**config.mk**
```make
export PLATFORM = sky130hd
export DESIGN_NAME = fuse_blow_ctrl
export DESIGN_NICKNAME = d
export VERILOG_FILES = /design/src/rtl/fuse_blow_pkg.sv /design/src/rtl/fuse_pick.sv /design/src/rtl/fuse_step_timer.sv /design/src/rtl/fuse_blow_ctrl.sv
export SDC_FILE = /design/constraint.sdc
export NUM_CORES = 1
export LEC_CHECK = 0
export BUFFER_PORTS_ARGS = -buffer_cell sky130_fd_sc_hd__buf_2
export CORE_MARGIN = 4
export CORE_UTILIZATION = 55
export DETAILED_ROUTE_END_ITERATION = 10
export PLACE_DENSITY = 0.82
export SLEW_MARGIN = 20
export SYNTH_ARGS = -nofsm -noshare
export SYNTH_HDL_FRONTEND = slang
export SYNTH_SLANG_ARGS = --single-unit
```
**constraint.sdc**
```tcl
create_clock -name clk -period 5 [get_ports clk]
set_input_delay 0.75 -clock clk [delete_from_list [all_inputs] [get_ports clk]]
set_output_delay 0.75 -clock clk [all_outputs]
set_load 0.02 [all_outputs]
```
**src/rtl/fuse_blow_pkg.sv**
```systemverilog
package fuse_blow_pkg;
    typedef enum logic [2:0] {
        ST_IDLE,
        ST_FLUSH,
        ST_INJECT,
        ST_MOVE,
        ST_BLOW,
        ST_FINISH
    } blow_state_t;

    localparam logic MODE_RESCAN = 1'b0;
    localparam logic MODE_WALK   = 1'b1;
endpackage

```
**src/rtl/fuse_pick.sv**
```systemverilog
// Lowest set mask bit at or above a floor index.
module fuse_pick #(
    parameter int NUM_FUSES = 16,
    parameter int IW        = $clog2(NUM_FUSES)
) (
    input  logic [NUM_FUSES-1:0] sel_mask,
    input  logic [IW:0]          floor_idx,
    output logic                 found,
    output logic [IW-1:0]        pick_idx
);
    always_comb begin
        found    = 1'b0;
        pick_idx = '0;
        for (int i = NUM_FUSES - 1; i >= 0; i--) begin
            if (sel_mask[i] && ((IW+1)'(i) >= floor_idx)) begin
                found    = 1'b1;
                pick_idx = IW'(i);
            end
        end
    end
endmodule

```
**src/rtl/fuse_step_timer.sv**
```systemverilog
// Loadable down-counter; expired when it reaches zero.
module fuse_step_timer #(
    parameter int CW = 5
) (
    input  logic          clk,
    input  logic          rst_n,
    input  logic          load,
    input  logic [CW-1:0] load_val,
    output logic          expired
);
    logic [CW-1:0] cnt;

    always_ff @(posedge clk) begin
        if (!rst_n) begin
            cnt <= '0;
        end else if (load) begin
            cnt <= load_val;
        end else if (cnt != '0) begin
            cnt <= cnt - 1'b1;
        end
    end

    assign expired = (cnt == '0);
endmodule

```
**src/rtl/fuse_blow_ctrl.sv**
```systemverilog
module fuse_blow_ctrl
    import fuse_blow_pkg::*;
#(
    parameter int NUM_FUSES    = 16,
    parameter int PULSE_CYCLES = 4
) (
    input  logic                 clk,
    input  logic                 rst_n,
    input  logic                 start,
    input  logic                 mode,
    input  logic [NUM_FUSES-1:0] mask_in,
    output logic                 scan_data,
    output logic                 scan_en,
    output logic                 blow,
    output logic                 busy,
    output logic                 done
);
    localparam int IW   = (NUM_FUSES > 1) ? $clog2(NUM_FUSES) : 1;
    localparam int MAXC = (NUM_FUSES > PULSE_CYCLES) ? NUM_FUSES : PULSE_CYCLES;
    localparam int CW   = $clog2(MAXC + 1);
    localparam logic [CW-1:0] FLUSH_LOAD = CW'(NUM_FUSES - 1);
    localparam logic [CW-1:0] PULSE_LOAD = CW'(PULSE_CYCLES - 1);

    blow_state_t           state, state_nx;
    logic [NUM_FUSES-1:0]  pend_mask;
    logic                  mode_q;
    logic [IW-1:0]         target;
    logic [IW-1:0]         pos;

    logic                  tmr_load;
    logic [CW-1:0]         tmr_val;
    logic                  tmr_expired;

    logic [NUM_FUSES-1:0]  pick_mask;
    logic [IW:0]           pick_floor;
    logic                  pick_found;
    logic [IW-1:0]         pick_idx;

    assign pick_mask  = (state == ST_IDLE) ? mask_in : pend_mask;
    assign pick_floor = (state == ST_IDLE) ? '0 : ({1'b0, target} + 1'b1);

    fuse_pick #(.NUM_FUSES(NUM_FUSES), .IW(IW)) u_pick (
        .sel_mask  (pick_mask),
        .floor_idx (pick_floor),
        .found     (pick_found),
        .pick_idx  (pick_idx)
    );

    fuse_step_timer #(.CW(CW)) u_timer (
        .clk      (clk),
        .rst_n    (rst_n),
        .load     (tmr_load),
        .load_val (tmr_val),
        .expired  (tmr_expired)
    );

    // next state and timer control
    always_comb begin
        state_nx = state;
        tmr_load = 1'b0;
        tmr_val  = '0;
        unique case (state)
            ST_IDLE: begin
                if (start) begin
                    if (mask_in != '0) begin
                        state_nx = ST_FLUSH;
                        tmr_load = 1'b1;
                        tmr_val  = FLUSH_LOAD;
                    end else begin
                        state_nx = ST_FINISH;
                    end
                end
            end
            ST_FLUSH: begin
                if (tmr_expired) state_nx = ST_INJECT;
            end
            ST_INJECT: begin
                if (target == '0) begin
                    state_nx = ST_BLOW;
                    tmr_load = 1'b1;
                    tmr_val  = PULSE_LOAD;
                end else begin
                    state_nx = ST_MOVE;
                end
            end
            ST_MOVE: begin
                if (IW'(pos + 1'b1) == target) begin
                    state_nx = ST_BLOW;
                    tmr_load = 1'b1;
                    tmr_val  = PULSE_LOAD;
                end
            end
            ST_BLOW: begin
                if (tmr_expired) begin
                    if (!pick_found) begin
                        state_nx = ST_FINISH;
                    end else if (mode_q == MODE_WALK) begin
                        state_nx = ST_MOVE;
                    end else begin
                        state_nx = ST_FLUSH;
                        tmr_load = 1'b1;
                        tmr_val  = FLUSH_LOAD;
                    end
                end
            end
            ST_FINISH: state_nx = ST_IDLE;
            default:   state_nx = ST_IDLE;
        endcase
    end

    // state register and run context
    always_ff @(posedge clk) begin
        if (!rst_n) begin
            state     <= ST_IDLE;
            pend_mask <= '0;
            mode_q    <= MODE_RESCAN;
            target    <= '0;
            pos       <= '0;
        end else begin
            state <= state_nx;
            if (state == ST_IDLE && start) begin
                pend_mask <= mask_in;
                mode_q    <= mode;
                target    <= pick_idx;
            end
            if (state == ST_INJECT) pos <= '0;
            if (state == ST_MOVE)   pos <= IW'(pos + 1'b1);
            if (state == ST_BLOW && tmr_expired && pick_found) target <= pick_idx;
        end
    end

    // Moore outputs
    always_comb begin
        scan_data = 1'b0;
        scan_en   = 1'b0;
        blow      = 1'b0;
        busy      = 1'b0;
        done      = 1'b0;
        unique case (state)
            ST_IDLE:   ;
            ST_FLUSH:  begin scan_en = 1'b1; busy = 1'b1; end
            ST_INJECT: begin scan_en = 1'b1; scan_data = 1'b1; busy = 1'b1; end
            ST_MOVE:   begin scan_en = 1'b1; busy = 1'b1; end
            ST_BLOW:   begin blow = 1'b1; busy = 1'b1; end
            ST_FINISH: done = 1'b1;
            default:   ;
        endcase
    end
endmodule

```
==> results.txt <==
The run finished with clean final reports. The total overflow reported by the global router came out at 0. The total net switching power is 0.4914 mW. The first global-routing pass estimated around 11000 um of wire. In the global route stage, met2 resource usage came out at a little under two fifths.

The number of inserted diodes is 0. The detailed-placement wirelength estimate came out at approximately 4600 um. The detail-routed net length per standard cell came out at between 15 and 20 um. The count of port buffers added during placement is 24. The remaining design rule violation count came out at 0. With fillers left out, the area of the finished cells amounts to 0.002718 mm2. The critical path in this run is classified as flip-flop to flip-flop. The remaining antenna violation count came out at 0. Setup repair after global routing left no endpoint under its margin. The maximum resistive drop on vdd came out at 0.2187 mV. met2 is the most crowded layer.

The post-detailed-route via-to-cell ratio is 6.246. The timing-limited maximum frequency is a little under 0.3 GHz. The first routing iteration left 267 violations. Headroom to the max-slew limit came out at 36.69%. In this design, the largest share of critical-path delay is due to compound AO/OA/AOI/OAI gates. The count of cells along the worst hold path came out at 2. The worst hold path begins at pend_mask[12]. The fraction of final layout cells with drive strength greater than 1 is a little under an eighth. The clock latency reported for the late side of the worst-skew pair is slightly below 0.3 ns. The deepest clock path buffer count came out at 2.

The sum of buffers and inverters on the critical path came out at 1. The setup slack on the worst flop-to-flop path came out at ~1.6 ns. The final net count came out at between 300 and 400. The power density over the cells came out at between 400 and 500 mW/mm2. Fill cells in the final layout number 400. The vertical die dimension is 75.66 um. Global routing used 24.73% of the available tracks across all layers.

The final critical-path required period came out at between 3 and 4 ns. The post-route fraction of the period consumed by the critical path came out at 68.43%. The overall via count from detail_route came out at ~2.5k. The boundary pin count came out at 25. The number of distinct standard cells referenced by the synthesized netlist came out at 67. The sequential cell fraction of total power came out at a little under a third.

The area share of the leading cell type in the synthesized netlist came out at a little over a quarter. Dividing the synthesized area by the synthesized cell count gives between 7 and 8 um2. The number of buffers created by CTS is 5. The part of the total power dissipated in the clock network is approximately a quarter. After clock tree synthesis, the clock-pin slew on the worst setup and hold paths is roughly 0.080 ns. Among all stages on the critical path, the largest delay is contributed by dfxtp_1. On the final layout, the worst clock skew is 0.006341 ns. Among all cell types in the netlist, the one instantiated most often is nand2_1.

Adding up every negative setup slack in the final design gives 0 ns. For this run, the number of Yosys warnings is 0. The final setup violation count is 0. The number of placement rows came out at 24. The reported leakage power came out at about 1.0 nW. TritonCTS built the clock tree. The number of maximum-capacitance constraint violations came out at 0. In this run the number of H-tree levels came out at 2. The post-synthesis sequential area ratio is between 20% and 30%.

The capture instance of the worst register-to-register path is u_timer.cnt[0]. The met3 track demand over resource in global routing is 4.749%. The cell sitting at the root of the clock tree is a clkbuf_8. Combinational logic is responsible for 44.9% of the overall power. The standard cell area after detailed placement came out at roughly 0.0026 mm2. The overall power after layout came out at between 1 and 1.5 mW. The worst hold path belongs to the class flip-flop to flip-flop. For hold timing, the worst endpoint is pend_mask[12].

The CTS sink count came out at 33. The cell internal power dissipation is approximately 0.68 mW. The largest single stage delay on the critical path is approximately 0.64 ns.

For the worst setup path, the data arrival time is approximately 3.6 ns. For this configuration, the core starts out at a cell density of a little under three fifths. The number of iterations in the first detailed-routing pass came out at 5. The net count of the mapped netlist came out at between 300 and 400.

The number of instances in the synthesized netlist came out at between 300 and 400. The slew at the pin closest to its max-slew limit came out at between 0.9 and 1 ns. Yosys attributes the largest share of cell area to dfxtp_1 (26%), nand2_1 (8.6%), a21boi_0 (5.7%). The horizontal die dimension is ~76 um. In this run the post-CTS setup repair buffer count came out at 0.

The post-place setup slack is 1.672 ns. The final-layout worst hold slack is approximately 0.47 ns. The hold violation total from the final report is 0. STA classifies the critical path startpoint as a flip-flop. After clock tree synthesis, the repair step resized 0 gates. The number of antenna violations at the first check in global routing is 0. The number of cells on the worst reg-to-reg path is 10. The final core utilization is 61.99%.

The switching fraction of total power is around 42%. The final critical-path setup slack is about 1.6 ns. The core region area came out at approximately 0.0044 mm2. The critical path startpoint is target[0].

The async set-or-reset flop fraction in the synthesized netlist is 0%. Along the worst path, the maximum fanout reaches 15. At the worst endpoint, the required time is 5.19 ns. The die covers around 0.0057 mm2. The commonest register cell after synthesis is dfxtp_1.

The final cell count without fillers came out at just over 400. The layout overhead on the synthesized area is 7.952%. The total standard cell area after synthesis came out at between 0.002 and 0.003 mm2. The total placed cells including tap cells is around 400. The pin count of the biggest net entering global routing is 35. The number of global-route vias before repair came out at about 2.3k.

Yosys mapped a number of flops with a built-in enable equal to 0. The max-slew violation count came out at 0. After synthesis the netlist holds a flip-flop and latch count of 33.

The critical register-to-register path startpoint is target[0]. The number of hold buffers added after CTS was 0. The final estimated routing congestion in global placement is ~0.91.

STA classifies the critical path endpoint as a flip-flop. Global routing consumed, on the met1 layer, 35.33% of the routing resources. By count the netlist is led by nand2_1 (58), dfxtp_1 (33), nor2_1 (21). Of all cell types, the one taking the most synthesized area is dfxtp_1. For this block, the routed nets add up to about 6500 um of wire.

Walking the worst path, the cells encountered are inv_1 -> ha_1 -> nand2b_1 -> a41oi_1 -> a311oi_1 -> o2111ai_1 -> and4b_1 -> and2_4 -> o31ai_2 -> o31a_1.
==> cells by family (layout without fill, tap and decap cells) <==
family	count (synthesis)	after routing	share of synthesized area, %
buffers and inverters	36	45	6.312
xor gates and xnor gates	12	12	4.175
and+or+nand+nor	149	149	29.92
adders and majority gates	5	5	2.386
DFF	33	33	26.24
AOI/OAI and AO/OA	109	109	30.17
muxes	2	2	0.7953
==> worst max-delay path by stage <==
stage	endpoint	slack, ns	depth (start not counted)
6_report	u_timer.cnt[0]	1.58	10
5_1_grt	u_timer.cnt[1]	1.38	10
4_1_cts	u_timer.cnt[0]	1.66	10
3_5_place_dp	u_timer.cnt[0]	1.67	10
3_3_place_gp	target[1]	1.75	10
2_1_floorplan	u_timer.cnt[0]	2.02	12
==> per-layer routing <==
metal  wire (um)  share of wire (%)  vias up
met5           0                  0        -
met4          95                1.5        0
met3         524                8.1        9
met2        2881                 44      111
met1        2998                 46     1164
li1            -                  -     1258
==> power by group through the flow <==
stage               clock network, mW  logic, mW  registers, mW
CTS                             0.273      0.517          0.369
detailed placement                  0      0.514          0.375
floorplan                           0      0.447          0.334
global route                    0.284      0.587          0.378
finish                          0.272      0.525          0.372
global placement                    0      0.508          0.373
==> registers in the layout, summed over array words and instances, names as in the netlist <==
register / count
mode_q: 1
pend_mask: 16
pos: 4
state: 3
target: 4
u_timer.cnt: 5
==> layout by cell type, fill, tap and decap left out, types with 4 or more instances in the layout <==
cell type  count
a21oi_1       15
inv_1         12
nand2_1       58
o31ai_1        5
clkbuf_8       6
a31oi_1        8
xnor2_1        7
nand3_1        8
nor4_1         4
nor2b_1        6
nor3_1         8
ha_1           4
o21ai_0       19
and3_1         5
dfxtp_1       33
a21boi_0      19
xor2_1         5
nor2_1        21
and2_1         8
buf_2         24
==> tightest hold or removal path, cell delays in order, from the launching register on <==
cell and delay, ns:
dfxtp_1 0.31, nand2_1 0.05, a21boi_0 0.06
==> layout make-up <==
type | count | area, um2 | share of cell area, %
multi-input cells | 277 | 1703 | 62.66
flip-flops and latches | 33 | 660.6 | 24.31
repair buffers | 25 | 127.6 | 4.696
clock buffers | 7 | 86.33 | 3.177
well taps | 52 | 65.06 | 2.394
inverters | 12 | 45.04 | 1.657
clock inverters | 1 | 30.03 | 1.105
No activity file was read; power rests on OpenSTA's default activity.
